===== config.mk =====
export PLATFORM = sky130hd
export DESIGN_NAME = tdm_cmd_arbiter
export DESIGN_NICKNAME = d
export VERILOG_FILES = /design/src/rtl/tdm_arb_pkg.sv /design/src/rtl/tdm_slot_timer.sv /design/src/rtl/tdm_pend_store.sv /design/src/rtl/tdm_cmd_arbiter.sv
export SDC_FILE = /design/constraint.sdc
export NUM_CORES = 1
export LEC_CHECK = 0
export BUFFER_PORTS_ARGS = -buffer_cell sky130_fd_sc_hd__buf_2
export CORE_AREA = 5 5 166 168
export DETAILED_ROUTE_END_ITERATION = 12
export DIE_AREA = 0 0 171 173
export PLACE_DENSITY = 0.66
export SLEW_MARGIN = 10
export SYNTH_ARGS = -nofsm -noshare
export SYNTH_HDL_FRONTEND = slang
export SYNTH_SLANG_ARGS = --single-unit

===== constraint.sdc =====
create_clock -name clk -period 7.35 [get_ports clk]
set_clock_uncertainty 0.05 [all_clocks]
set_input_delay 0 -clock clk [delete_from_list [all_inputs] [get_ports clk]]
set_output_delay 0 -clock clk [all_outputs]
set_load 0.01 [all_outputs]

===== src/rtl/tdm_arb_pkg.sv =====
package tdm_arb_pkg;

    localparam int ID_W   = 4;
    localparam int BG_W   = 2;
    localparam int BANK_W = 2;
    localparam int ROW_W  = 14;

    typedef enum logic [2:0] {
        CMD_NOP  = 3'd0,
        CMD_PRE  = 3'd1,
        CMD_ACT  = 3'd2,
        CMD_RD   = 3'd3,
        CMD_WR   = 3'd4,
        CMD_PREA = 3'd5,
        CMD_REF  = 3'd6
    } cmd_e;

    typedef enum logic [1:0] {
        ST_IDLE = 2'd0,
        ST_BUSY = 2'd1,
        ST_REFR = 2'd2
    } arb_state_e;

    typedef struct packed {
        logic [ID_W-1:0]   id;
        logic [BG_W-1:0]   bg;
        logic [BANK_W-1:0] bank;
        logic [ROW_W-1:0]  row;
        logic              wr;
    } req_t;

    function automatic cmd_e column_cmd(input req_t r);
        return r.wr ? CMD_WR : CMD_RD;
    endfunction

endpackage


===== src/rtl/tdm_slot_timer.sv =====
module tdm_slot_timer #(
    parameter int SN     = 2,
    parameter int SL     = 12,
    parameter int CYC_W  = 4,
    parameter int SLOT_W = 1
) (
    input  logic              clk,
    input  logic              rst,
    output logic [CYC_W-1:0]  cyc_o,
    output logic [SLOT_W-1:0] slot_o
);

    localparam logic [CYC_W-1:0]  CYC_LAST  = CYC_W'(SL - 1);
    localparam logic [SLOT_W-1:0] SLOT_LAST = SLOT_W'(SN - 1);

    always_ff @(posedge clk) begin
        if (rst) begin
            cyc_o  <= '0;
            slot_o <= '0;
        end else if (cyc_o == CYC_LAST) begin
            cyc_o  <= '0;
            slot_o <= (slot_o == SLOT_LAST) ? '0 : slot_o + 1'b1;
        end else begin
            cyc_o  <= cyc_o + 1'b1;
        end
    end

endmodule


===== src/rtl/tdm_pend_store.sv =====
module tdm_pend_store
    import tdm_arb_pkg::*;
#(
    parameter int DEPTH = 8,
    parameter int CNT_W = $clog2(DEPTH + 1),
    parameter int IDX_W = $clog2(DEPTH)
) (
    input  logic            clk,
    input  logic            rst,
    input  logic            push_i,
    input  req_t            push_req_i,
    input  logic [ID_W-1:0] sel_id_i,
    input  logic            pop_i,
    output logic            hit_o,
    output req_t            hit_req_o
);

    req_t             ent_q [DEPTH];
    req_t             ent_n [DEPTH];
    req_t             shifted [DEPTH];
    logic [CNT_W-1:0] cnt_q;
    logic [CNT_W-1:0] cnt_after;
    logic [IDX_W-1:0] hit_idx;
    logic             push_ok;

    // oldest matching entry: scan from the top so the lowest index wins
    always_comb begin
        hit_o   = 1'b0;
        hit_idx = '0;
        for (int i = DEPTH - 1; i >= 0; i--) begin
            if ((CNT_W'(i) < cnt_q) && (ent_q[i].id == sel_id_i)) begin
                hit_o   = 1'b1;
                hit_idx = IDX_W'(i);
            end
        end
        hit_req_o = ent_q[hit_idx];
    end

    // removal closes the gap, then the arrival takes the first free place
    always_comb begin
        for (int i = 0; i < DEPTH - 1; i++) begin
            shifted[i] = (pop_i && (IDX_W'(i) >= hit_idx)) ? ent_q[i + 1] : ent_q[i];
        end
        shifted[DEPTH - 1] = pop_i ? '0 : ent_q[DEPTH - 1];

        cnt_after = cnt_q - CNT_W'(pop_i);
        push_ok   = push_i && (cnt_after != CNT_W'(DEPTH));
        for (int i = 0; i < DEPTH; i++) begin
            ent_n[i] = (push_ok && (CNT_W'(i) == cnt_after)) ? push_req_i : shifted[i];
        end
    end

    always_ff @(posedge clk) begin
        if (rst) begin
            cnt_q <= '0;
            for (int i = 0; i < DEPTH; i++) ent_q[i] <= '0;
        end else begin
            cnt_q <= cnt_after + CNT_W'(push_ok);
            for (int i = 0; i < DEPTH; i++) ent_q[i] <= ent_n[i];
        end
    end

endmodule


===== src/rtl/tdm_cmd_arbiter.sv =====
module tdm_cmd_arbiter
    import tdm_arb_pkg::*;
#(
    parameter int SN     = 2,
    parameter int SL     = 12,
    parameter int T_RP   = 3,
    parameter int T_RCD  = 3,
    parameter int T_RAS  = 6,
    parameter int T_RC   = 9,
    parameter int T_FAW  = 8,
    parameter int T_REFI = 80,
    parameter int T_RFC  = 10,
    parameter int QDEPTH = 8
) (
    input  logic              clk,
    input  logic              rst,
    input  logic              req_valid_i,
    input  logic [ID_W-1:0]   req_id_i,
    input  logic [BG_W-1:0]   req_bg_i,
    input  logic [BANK_W-1:0] req_bank_i,
    input  logic [ROW_W-1:0]  req_row_i,
    input  logic              req_wr_i,
    output logic              cmd_valid_o,
    output logic [2:0]        cmd_o,
    output logic [ID_W-1:0]   cmd_id_o,
    output logic [BG_W-1:0]   cmd_bg_o,
    output logic [BANK_W-1:0] cmd_bank_o,
    output logic [ROW_W-1:0]  cmd_row_o,
    output logic              cmd_wr_o
);

    localparam int PREA_DATE = T_REFI - T_RP;
    localparam int REF_AT    = T_RP - 1;
    localparam int REF_END   = REF_AT + T_RFC;
    localparam int PERIOD    = SN * SL;
    localparam int ACT_AT    = T_RP;
    localparam int CAS_AT    = T_RP + T_RCD;
    localparam int CYC_W     = $clog2(SL);
    localparam int SLOT_W    = $clog2(SN);
    localparam int REF_W     = $clog2(PREA_DATE + 1);

    // parameter sets that break the fixed offsets stop elaboration
    if (SL <= CAS_AT + 1) begin : g_bad_cas
        $error("slot too short for activate-to-column delay");
    end
    if (SL <= T_RC) begin : g_bad_rc
        $error("slot too short for row cycle time");
    end
    if (SL <= T_RP + T_RAS) begin : g_bad_ras
        $error("slot too short for row active time");
    end
    if (T_FAW >= 3 * SL) begin : g_bad_faw
        $error("four-activate window too long for slot");
    end
    if (T_RP < 2 || T_REFI <= T_RP || REF_END >= PREA_DATE) begin : g_bad_ref
        $error("refresh timing inconsistent");
    end
    if (SN < 2 || SN > (1 << ID_W)) begin : g_bad_sn
        $error("requestor count out of range");
    end

    logic [CYC_W-1:0]  cyc_w;
    logic [SLOT_W-1:0] slot_w;
    logic [REF_W-1:0]  refcnt_q, refcnt_n, ref_inc;
    arb_state_e        state_q, state_n;
    req_t              cur_q, cur_n, in_req, hit_req, out_n, out_q;
    cmd_e              cmd_n, cmd_q;
    logic              hit, pop, room;

    assign in_req = '{id: req_id_i, bg: req_bg_i, bank: req_bank_i,
                      row: req_row_i, wr: req_wr_i};

    tdm_slot_timer #(.SN(SN), .SL(SL), .CYC_W(CYC_W), .SLOT_W(SLOT_W)) timer_i (
        .clk    (clk),
        .rst    (rst),
        .cyc_o  (cyc_w),
        .slot_o (slot_w)
    );

    tdm_pend_store #(.DEPTH(QDEPTH)) store_i (
        .clk        (clk),
        .rst        (rst),
        .push_i     (req_valid_i),
        .push_req_i (in_req),
        .sel_id_i   (ID_W'(slot_w)),
        .pop_i      (pop),
        .hit_o      (hit),
        .hit_req_o  (hit_req)
    );

    assign room    = (int'(refcnt_q) + PERIOD) < PREA_DATE;
    assign ref_inc = (refcnt_q == REF_W'(PREA_DATE)) ? '0 : refcnt_q + 1'b1;

    always_comb begin
        state_n  = state_q;
        refcnt_n = ref_inc;
        cur_n    = cur_q;
        cmd_n    = CMD_NOP;
        out_n    = '0;
        pop      = 1'b0;
        unique case (state_q)
            ST_IDLE: begin
                if (room) begin
                    if (cyc_w == '0 && hit) begin
                        pop     = 1'b1;
                        cmd_n   = CMD_PRE;
                        out_n   = hit_req;
                        cur_n   = hit_req;
                        state_n = ST_BUSY;
                    end
                end else if (refcnt_q == REF_W'(PREA_DATE)) begin
                    cmd_n    = CMD_PREA;
                    refcnt_n = '0;
                    state_n  = ST_REFR;
                end
            end
            ST_BUSY: begin
                if (cyc_w == CYC_W'(ACT_AT)) begin
                    cmd_n = CMD_ACT;
                    out_n = cur_q;
                end else if (cyc_w == CYC_W'(CAS_AT)) begin
                    cmd_n = column_cmd(cur_q);
                    out_n = cur_q;
                end else if (cyc_w == CYC_W'(SL - 1)) begin
                    state_n = ST_IDLE;
                end else begin
                    out_n = cur_q;
                end
            end
            ST_REFR: begin
                if (refcnt_q == REF_W'(REF_AT)) begin
                    cmd_n = CMD_REF;
                end else if (refcnt_q == REF_W'(REF_END)) begin
                    state_n  = ST_IDLE;
                    refcnt_n = '0;
                end
            end
            default: state_n = ST_IDLE;
        endcase
    end

    always_ff @(posedge clk) begin
        if (rst) begin
            state_q  <= ST_IDLE;
            refcnt_q <= '0;
            cur_q    <= '0;
            cmd_q    <= CMD_NOP;
            out_q    <= '0;
        end else begin
            state_q  <= state_n;
            refcnt_q <= refcnt_n;
            cur_q    <= cur_n;
            cmd_q    <= cmd_n;
            out_q    <= out_n;
        end
    end

    assign cmd_valid_o = (cmd_q != CMD_NOP);
    assign cmd_o       = cmd_q;
    assign cmd_id_o    = out_q.id;
    assign cmd_bg_o    = out_q.bg;
    assign cmd_bank_o  = out_q.bank;
    assign cmd_row_o   = out_q.row;
    assign cmd_wr_o    = out_q.wr;

endmodule


==> results.tsv, run 1 <==
metric	value	unit
status	complete, no violations	
most numerous cell in the Yosys netlist	dfxtp_1	
core region area	25800	µm²
Crit Path Max Fanout	13	
Iter 0 DRT Violations	748	
wire per inst	19.8	µm
Overflow after GRT	0	
clock tree sinks	251	
dpl hpwl	20.3	mm
RePlAce Congestion	0.845	
synthesized net count	1388	
Routed Antenna Nets	0	
synthesized cell area	12700	µm²
initial antenna violation count	2	
# DRC	0	
Post-Syn Instances	1350	
Seq cells post-synth	251	
main flop type after synthesis	dfxtp_1	
HP Class	in -> reg	
number of hold buffers added after CTS	24	
clk root buf	clkbuf_16	
clock-pin slew of the registers on the worst-case setup and hold paths	0.06	ns
Slew headroom	0.157	
Multi-input gate area	7030	µm²
sequential cell area	5020	µm²
Tcrit/Tclk final	0.687	
first-pass GRT wire length	54.1	mm
worst IR drop on VDD	0.382	mV
Max Cap Viol	0	
Static Leak	4.95	nW
Synth cell types	70	
die height	173	µm
Critical Path Max Stage Delay	0.73	ns
hold slack	0.124	ns
Worst-Margin Slew	1.26	ns
total iterations of the first detailed-routing run	5	
Clock Tree Buf Depth	3	
Layout Nets	1386	
final hold vios	0	
Setup WS pre-CTS	2.35	ns
n_diodes	0	
setup TNS	0	ns
synth cell count leaders	251 x dfxtp_1, 216 x mux2i_1, 192 x nor2_1	
die area	29600	µm²
asr flop ratio synth	0	
postcts setup bufs	0	
share of cells above drive strength 1	0.170	
Initial Util	0.493	
top cell type by total area after synthesis	dfxtp_1	
Area Overhead vs Synth	10.7	%
f_max	198	MHz
post-layout worst setup margin	2.30	ns
Design Area, Final	14100	µm²
WL final	33.7	mm
top cell type's share of synthesized area	0.396	
unrepaired setup endpoints after global routing	false	
htree depth	1	
CP max stage cell	nor2_2	
Num CTS Buffers	27	
Setup violations, final	0	
fill count	2281	
element type at the critical path end	register	
max-slew violation count	0	
via count	10000	
critical-path cell list	inv_1 > ha_1 > or3b_1 > a41oi_1 > and3_1 > nor2_1 > o21ai_4 > inv_1 > ha_1 > ha_1 > xor2_2 > nand2b_1 > nor2_2 > buf_4 > mux2_2 > mux2i_1 > nor2_1	
worst endpoint required time	7.68	ns
PwrDens	489	nW/µm²
Rows	59	
Post-DP Area	12900	µm²
CTS tree	built	
clk_lat worst skew	0.54	ns
PortBufs	52	
die width	171	µm
Yosys warnings	0	
Critical Path Start Type	register	
num ports	53	
DR vias/cell	5.89	
min Tclk post-route	5.05	ns
pin count of the biggest net entering global routing	139	
Seq/Total Area, Yosys	0.396	
synth top area cells	dfxtp_1 40%, mux2i_1 17%, nor2_1 5.7%	
All-Layer GR Usage	0.223	
Top cell by count, worst path	ha_1	
vias in the first global route	9727	
Post-CTS Resized	0	
Arr. time, crit path	5.37	ns
critical path class	reg -> reg	
Mean Syn Cell Area	9.41	µm²
number of flops mapped to enable cells by yosys	0	
-- sequential cells by signal, summed over array words and instances (netlist names) --
signal,cells
timer_i.slot_o,1
cmd_bank_o,2
cmd_row_o,14
state_q,2
cmd_id_o,4
cmd_bg_o,2
store_i.cnt_q,4
timer_i.cyc_o,4
cmd_o,3
refcnt_q,7
cur_q,23
cmd_wr_o,1
store_i.ent_q,184
-- critical path, delay by kind of cell (launching register included) --
kind / cells / cell delay [ns]
and+or+nand+nor: 6 / 1.91
buffers and inverters: 3 / 0.61
adders and majority gates: 3 / 0.66
xor gates and xnor gates: 1 / 0.41
muxes: 2 / 0.49
AOI/OAI and AO/OA: 2 / 0.34
DFF: 1 / 0.41
-- metal layers --
metal | routed length [µm] | GRT usage | vias to the layer above
li1 | - | - | 4860
met1 | 16100 | 0.324 | 4798
met2 | 14900 | 0.351 | 296
met3 | 1780 | 0.0244 | 65
met4 | 895 | 0.0617 | 0
met5 | 0 | 0 | -
-- power breakdown --
group	total [mW]	switching, mW	internal [mW]
sequential	1.99	0.255	1.73
clock	1.36	0.558	0.803
combinational	3.52	2.16	1.35
-- placed cells by master (no fill, tap or decap), drive strengths merged, types with 12 or more instances in the layout --
master,synthesis,routed
ha,12,12
inv,15,16
nor2,194,194
a211oi,138,138
mux2i,216,216
nand2,91,91
nand3,32,32
buf,72,70
dfxtp,251,251
dlygate4sd3,0,24
a21oi,50,50
clkbuf,54,41
mux2,46,46
a31oi,41,41
o22ai,19,19
-- kinds of logic after synthesis --
family	share of synthesized area
mux	0.211
buf+inv	0.0555
fa+ha+maj	0.0118
simple gates	0.133
xor+xnor	0.0129
flops	0.396
compound gates	0.180
-- final cells by class --
class / instances / area share
multi-input cells: 958 / 0.500
clock buffers: 40 / 0.0558
clock inverters: 7 / 0.00632
repair buffers: 95 / 0.0464
well taps: 335 / 0.0298
flip-flops and latches: 251 / 0.357
inverters: 15 / 0.00401
-- through the flow --
stage          utilization  std cells  power (mW)
2_1_floorplan            -       1350        4.81
3_3_place_gp         0.502       1630        5.41
3_5_place_dp         0.502       1630        5.48
4_1_cts              0.546       1701        6.85
5_1_grt              0.546       1701        7.27
6_report             0.546       1701        6.87
-- worst paths after layout --
path / from / slack [ns] / end / cells after the start
worst max-delay path: refcnt_q[0]$_SDFF_PP0_ / 2.30 / store_i.ent_q[4][20]$_SDFFE_PP0P_ / 17
worst min-delay path: rst / 0.12 / timer_i.cyc_o[2]$_SDFF_PP0_ / 2
worst max register to register: refcnt_q[0]$_SDFF_PP0_ / 2.30 / store_i.ent_q[4][20]$_SDFFE_PP0P_ / 17
worst min register to register: cur_q[5]$_SDFFE_PP0P_ / 0.40 / cur_q[5]$_SDFFE_PP0P_ / 2
(Power assumes the default switching activity.)
==> run 2: changes to the inputs <==
Settings changed: PLACE_DENSITY 0.66 to 0.69.
Clock period 7.35 ns to 4.2 ns, I/O delays scaled along.
==> results.tsv, run 2 (synthesis gave the netlist of run 1 again) <==
metric	value	unit	change
htree depth	1		unchanged
CTS tree	built		unchanged
core region area	25800	µm²	unchanged
Slew headroom	0.328		was 0.157
max-slew violation count	0		unchanged
RePlAce Congestion	0.885		was 0.845
total iterations of the first detailed-routing run	7		was 5
die width	171	µm	unchanged
min Tclk post-route	3.97	ns	was 5.05 ns
Iter 0 DRT Violations	950		was 748
vias in the first global route	9815		was 9727
wire per inst	20.2	µm	was 19.8 µm
Pint	7.03	mW	was 3.89 mW
DR vias/cell	5.98		was 5.89
clk_lat worst skew	0.55	ns	was 0.54 ns
Area Overhead vs Synth	13.1	%	was 10.7%
Critical Path Max Stage Delay	0.66	ns	was 0.73 ns
most frequent cells in the layout	251 x dfxtp_1, 216 x mux2i_1, 190 x nor2_1		unchanged
FF-to-FF Start	store_i.cnt_q[3]$_SDFF_PP0_		was refcnt_q[0]$_SDFF_PP0_
Routed Antenna Nets	0		unchanged
PwrDens	860	nW/µm²	was 489 nW/µm²
share of cells above drive strength 1	0.185		was 0.170
Clock Tree Buf Depth	3		unchanged
die area	29600	µm²	unchanged
PortBufs	52		unchanged
clk root buf	clkbuf_16		unchanged
clock-pin slew of the registers on the worst-case setup and hold paths	0.06	ns	about the same
Final Non-Filler Cells	1725		was 1701
unrepaired setup endpoints after global routing	true		was false
critical path class	reg -> reg		unchanged
max FFs per register	184		unchanged
status	complete, no violations		unchanged
die height	173	µm	unchanged
Tcrit/Tclk final	0.946		was 0.687
Worst-Margin Slew	1.00	ns	was 1.26 ns
dpl hpwl	21.5	mm	was 20.3 mm
Comb pwr share	0.523		was 0.512
WL final	34.8	mm	was 33.7 mm
Num CTS Buffers	28		was 27
setup TNS	0	ns	unchanged
Static Leak	5.10	nW	was 4.95 nW
Crit Path Max Fanout	11		was 13
crit path from	store_i.cnt_q[3]$_SDFF_PP0_		was refcnt_q[0]$_SDFF_PP0_
critical-path cell list	nor2_1 > a211oi_2 > nand4bb_2 > o21ai_4 > inv_1 > ha_1 > nand2_1 > xnor2_4 > nand2b_4 > nor2_2 > buf_4 > a21oi_4 > buf_4 > mux2i_1 > nor2_1		was inv_1 > ha_1 > or3b_1 > a41oi_1 > and3_1 > nor2_1 > o21ai_4 > inv_1 > ha_1 > ha_1 > xor2_2 > nand2b_1 > nor2_2 > buf_4 > mux2_2 > mux2i_1 > nor2_1
worst IR drop on VDD	0.607	mV	was 0.382 mV
switching pwr	5.32	mW	was 2.98 mW
Switching Share	0.431		was 0.434
Layout Nets	1409		was 1386
Max Cap Viol	0		unchanged
via count	10300		was 10000
worst endpoint required time	4.54	ns	was 7.68 ns
Critical Path Start Type	register		unchanged
HP Class	in -> reg		unchanged
clock tree sinks	251		unchanged
Post-Place Cells	1651		was 1630
clock network fraction of design power	0.193		was 0.198
n_diodes	0		unchanged
hold path start	rst		unchanged
initial antenna violation count	0		was 2
CP max stage cell	dfxtp_1		was nor2_2
Setup violations, final	0		unchanged
# DRC	0		unchanged
final core utilization	0.557		was 0.546
f_max	252	MHz	was 198 MHz
Arr. time, crit path	4.31	ns	was 5.37 ns
first-pass GRT wire length	54.8	mm	was 54.1 mm
pin count of the biggest net entering global routing	96		was 139
Initial Util	0.493		unchanged
final hold vios	0		unchanged
Flop pwr share	0.284		was 0.290
CP top delay family	simple AND/OR/NAND/NOR gates		unchanged
All-Layer GR Usage	0.225		was 0.223
num ports	53		unchanged
Bufs and invs on worst path	3		unchanged
register with the most flip-flops	store_i.ent_q		unchanged
Overflow after GRT	0		unchanged
element type at the critical path end	register		unchanged
commonest non-fill, non-tap cell in the layout	dfxtp_1		unchanged
Rows	59		unchanged
[run 2: repair_timing]
item / CTS / global route
hold buffers: 24 / 0
endpoints found under the hold margin: 185 / 0
endpoints found under the setup margin: 0 / 66
gates resized for setup: 0 / 10
buffers inserted: 0 / 0
[run 2: cell type report]
class,instances,area (µm²)
inverter,15,56.3
clock buffer,43,827
timing repair buffer,117,900
fill,2273,11400
multi-input combinational,958,7060
clock inverter,6,66.3
tap,335,419
sequential,251,5020
[run 2: metal layers]
| metal | wire [µm] | global-route usage |
|---|---|---|
| met5 | 0 | 0 |
| met4 | 996 | 0.0631 |
| met3 | 2230 | 0.0288 |
| met2 | 15600 | 0.352 |
| met1 | 15900 | 0.327 |
[run 2: worst reg2reg max path, delay by kind of cell, from the launching register on]
| kind | cells | cell delay (ns) |
|---|---|---|
| DFF | 1 | 0.66 |
| muxes | 1 | 0.24 |
| adders and majority gates | 1 | 0.25 |
| and+or+nand+nor | 6 | 1.05 |
| buffers and inverters | 3 | 0.64 |
| xor gates and xnor gates | 1 | 0.34 |
| AOI/OAI and AO/OA | 3 | 0.59 |
[run 2: power groups by stage]
stage	logic, mW	registers, mW	clock network (mW)
after floorplan	5.01	3.40	0
after global placement	6.08	3.51	0
after detailed placement	6.23	3.53	0
after CTS	6.28	3.48	2.42
after global routing	6.93	3.58	2.53
final	6.46	3.50	2.39
[run 2: worst paths after layout]
path / endpoint / slack, ns / cells past startpoint
min: timer_i.cyc_o[3]$_SDFF_PP0_ / 0.02 / 2
max: store_i.ent_q[4][22]$_SDFFE_PP0P_ / 0.23 / 15
max reg2reg: store_i.ent_q[4][22]$_SDFFE_PP0P_ / 0.23 / 15
min reg2reg: cur_q[21]$_SDFFE_PP0P_ / 0.40 / 1
[run 2: stage by stage]
| stage | cell area (µm²) | total power, mW | setup WS [ns] | hold slack (ns) |
|---|---|---|---|---|
| floorplan | 12700 | 8.41 | 0.203 | 0.165 |
| global placement | 13100 | 9.59 | 0.336 | 0.270 |
| detailed placement | 13100 | 9.76 | 0.140 | 0.279 |
| CTS | 14300 | 12.2 | 0.115 | 0.0233 |
| global route | 14400 | 13.0 | 0.00475 | 0.0631 |
| finish | 14400 | 12.3 | 0.228 | 0.0213 |
==> run 3: changes to the inputs <==
Settings changed: CORE_AREA 5 5 166 168 to 5 5 203 205, DIE_AREA 0 0 171 173 to 0 0 208 210, PLACE_DENSITY 0.69 to default.
==> results.tsv, run 3 (synthesis gave the netlist of run 1 again) <==
metric	value	unit	change
status	complete, no violations		unchanged
clock network fraction of design power	0.210		was 0.193
Worst Hold Endpoint	store_i.ent_q[7][10]$_SDFFE_PP0P_		was timer_i.cyc_o[3]$_SDFF_PP0_
vias in the first global route	9787		was 9815
Flop pwr share	0.279		was 0.284
critical path class	reg -> reg		unchanged
Pint	7.25	mW	was 7.03 mW
Arr. time, crit path	4.26	ns	was 4.31 ns
CP max stage cell	dfxtp_1		unchanged
share of cells above drive strength 1	0.187		was 0.185
htree depth	1		unchanged
Multi-input gate area	7030	µm²	was 7060 µm²
HP Class	in -> reg		unchanged
min Tclk post-route	3.93	ns	was 3.97 ns
Setup violations, final	0		unchanged
cell count of the worst reg-to-reg path	17		was 15
num ports	53		unchanged
Static Leak	5.14	nW	was 5.10 nW
critical-path cell list	inv_1 > ha_1 > or3b_1 > a41oi_1 > and3_1 > nor2_1 > o21ai_4 > inv_1 > ha_1 > nand2_1 > xnor2_2 > nand2b_1 > nor2_2 > buf_4 > mux2_2 > mux2i_1 > nor2_1		was nor2_1 > a211oi_2 > nand4bb_2 > o21ai_4 > inv_1 > ha_1 > nand2_1 > xnor2_4 > nand2b_4 > nor2_2 > buf_4 > a21oi_4 > buf_4 > mux2i_1 > nor2_1
clk_lat worst skew	0.54	ns	was 0.55 ns
Worst-Margin Slew	1.18	ns	was 1.00 ns
n_diodes	0		unchanged
worst IR drop on VDD	0.616	mV	was 0.607 mV
crit path from	refcnt_q[0]$_SDFF_PP0_		was store_i.cnt_q[3]$_SDFF_PP0_
Clock Tree Buf Depth	3		unchanged
Comb pwr share	0.511		was 0.523
Area Overhead vs Synth	15.6	%	was 13.1%
hold path start	req_row_i[9]		was rst
DR vias/cell	5.26		was 5.98
CTS tree	built		unchanged
Initial Util	0.323		was 0.493
worst endpoint required time	4.53	ns	was 4.54 ns
register with the most flip-flops	store_i.ent_q		unchanged
die area	43700	µm²	was 29600 µm²
PwrDens	853	nW/µm²	was 860 nW/µm²
max-slew violation count	0		unchanged
clk root buf	clkbuf_16		unchanged
Slew headroom	0.214		was 0.328
Critical Path Start Type	register		unchanged
first-pass GRT wire length	56.3	mm	was 54.8 mm
FF-to-FF Start	refcnt_q[0]$_SDFF_PP0_		was store_i.cnt_q[3]$_SDFF_PP0_
Tcrit/Tclk final	0.936		was 0.946
die width	208	µm	was 171 µm
Layout Nets	1408		was 1409
clock-pin slew of the registers on the worst-case setup and hold paths	0.06	ns	about the same
f_max	254	MHz	was 252 MHz
Crit Path Max Fanout	10		was 11
WHS Path Cells	4		was 2
commonest non-fill, non-tap cell in the layout	dfxtp_1		unchanged
Overflow after GRT	0		unchanged
fill count	3947		was 2273
pin count of the biggest net entering global routing	188		was 96
setup TNS	0	ns	unchanged
unrepaired setup endpoints after global routing	true		unchanged
die height	210	µm	was 173 µm
All-Layer GR Usage	0.156		was 0.225
Rows	73		was 59
Routed Antenna Nets	0		unchanged
total iterations of the first detailed-routing run	6		was 7
dpl hpwl	22.4	mm	was 21.5 mm
Num CTS Buffers	28		unchanged
sequential cell area	5020	µm²	unchanged
postcts setup bufs	0		unchanged
RePlAce Congestion	0.812		was 0.885
wire per inst	18.5	µm	was 20.2 µm
R2R Setup Slk	0.27	ns	was 0.23 ns
PortBufs	52		unchanged
Iter 0 DRT Violations	663		was 950
element type at the critical path end	register		unchanged
switching pwr	5.27	mW	was 5.32 mW
via count	10100		was 10300
Max Cap Viol	0		unchanged
# DRC	0		unchanged
max FFs per register	184		unchanged
most frequent cells in the layout	251 x dfxtp_1, 216 x mux2i_1, 190 x nor2_1		unchanged
final hold vios	0		unchanged
initial antenna violation count	3		was 0
core region area	39300	µm²	was 25800 µm²
Switching Share	0.421		was 0.431
clock tree sinks	251		unchanged
Critical Path Max Stage Delay	0.41	ns	was 0.66 ns
Overall Power	12.5	mW	was 12.3 mW
RR Endpoint	store_i.ent_q[4][5]$_SDFFE_PP0P_		was store_i.ent_q[4][22]$_SDFFE_PP0P_
WL final	35.4	mm	was 34.8 mm
## run 3: layer usage
metal  vias to the layer above  routed length [µm]  track usage  part of all wire
li1                       4885                   -            -                 -
met1                      4925               16400        0.213              0.46
met4                         2                 652       0.0340             0.018
met5                         -                  13            0           0.00037
met3                        47                1850       0.0237             0.052
met2                       227               16500        0.262              0.47
## run 3: area by class of cell
type / instances / share of cell area
Tap cell: 525 / 0.0447
Multi-Input combinational cell: 958 / 0.479
Clock inverter: 11 / 0.0110
Sequential cell: 251 / 0.342
Inverter: 15 / 0.00383
Clock buffer: 40 / 0.0577
Timing Repair Buffer: 116 / 0.0618
## run 3: critical path, delay by kind of cell, from the launching register on
kind / cells / cell delay (ns)
buffers and inverters: 3 / 0.49
DFF: 1 / 0.41
adders and majority gates: 2 / 0.45
xor gates and xnor gates: 1 / 0.16
and+or+nand+nor: 7 / 1.36
AOI/OAI and AO/OA: 2 / 0.34
muxes: 2 / 0.50
## run 3: timing repair
item	in CTS	in global routing
resized for setup	0	2
setup endpoints to repair	0	14
hold buffers	25	0
hold endpoints to repair	188	0
## run 3: worst max path at each step
stage | cells after the start | slack [ns] | to
after floorplan | 18 | 0.20 | store_i.ent_q[0][20]$_SDFFE_PP0P_
after global placement | 18 | 0.42 | store_i.ent_q[6][12]$_SDFFE_PP0P_
after detailed placement | 18 | 0.26 | store_i.ent_q[6][10]$_SDFFE_PP0P_
after CTS | 18 | 0.23 | store_i.ent_q[6][17]$_SDFFE_PP0P_
after global routing | 17 | -0.01 | store_i.ent_q[4][0]$_SDFFE_PP0P_
final | 17 | 0.27 | store_i.ent_q[4][5]$_SDFFE_PP0P_
## run 3: stage by stage
step	utilization	area (µm²)	hold slack, ns	instances	worst slack, ns
5_1_grt	0.374	14700	0.308	1916	-0.0112
3_3_place_gp	0.342	13400	0.267	1840	0.418
3_5_place_dp	0.342	13400	0.282	1840	0.255
4_1_cts	0.374	14700	0.262	1916	0.228
6_report	0.374	14700	0.282	1916	0.270
2_1_floorplan	-	12700	0.165	1350	0.203
## run 3: power by group through the flow
stage	sequential, mW	clock, mW	combinational (mW)
global route	3.57	2.78	6.91
detailed placement	3.53	0	6.36
finish	3.49	2.63	6.40
floorplan	3.40	0	5.01
global placement	3.51	0	6.23
CTS	3.48	2.69	6.39
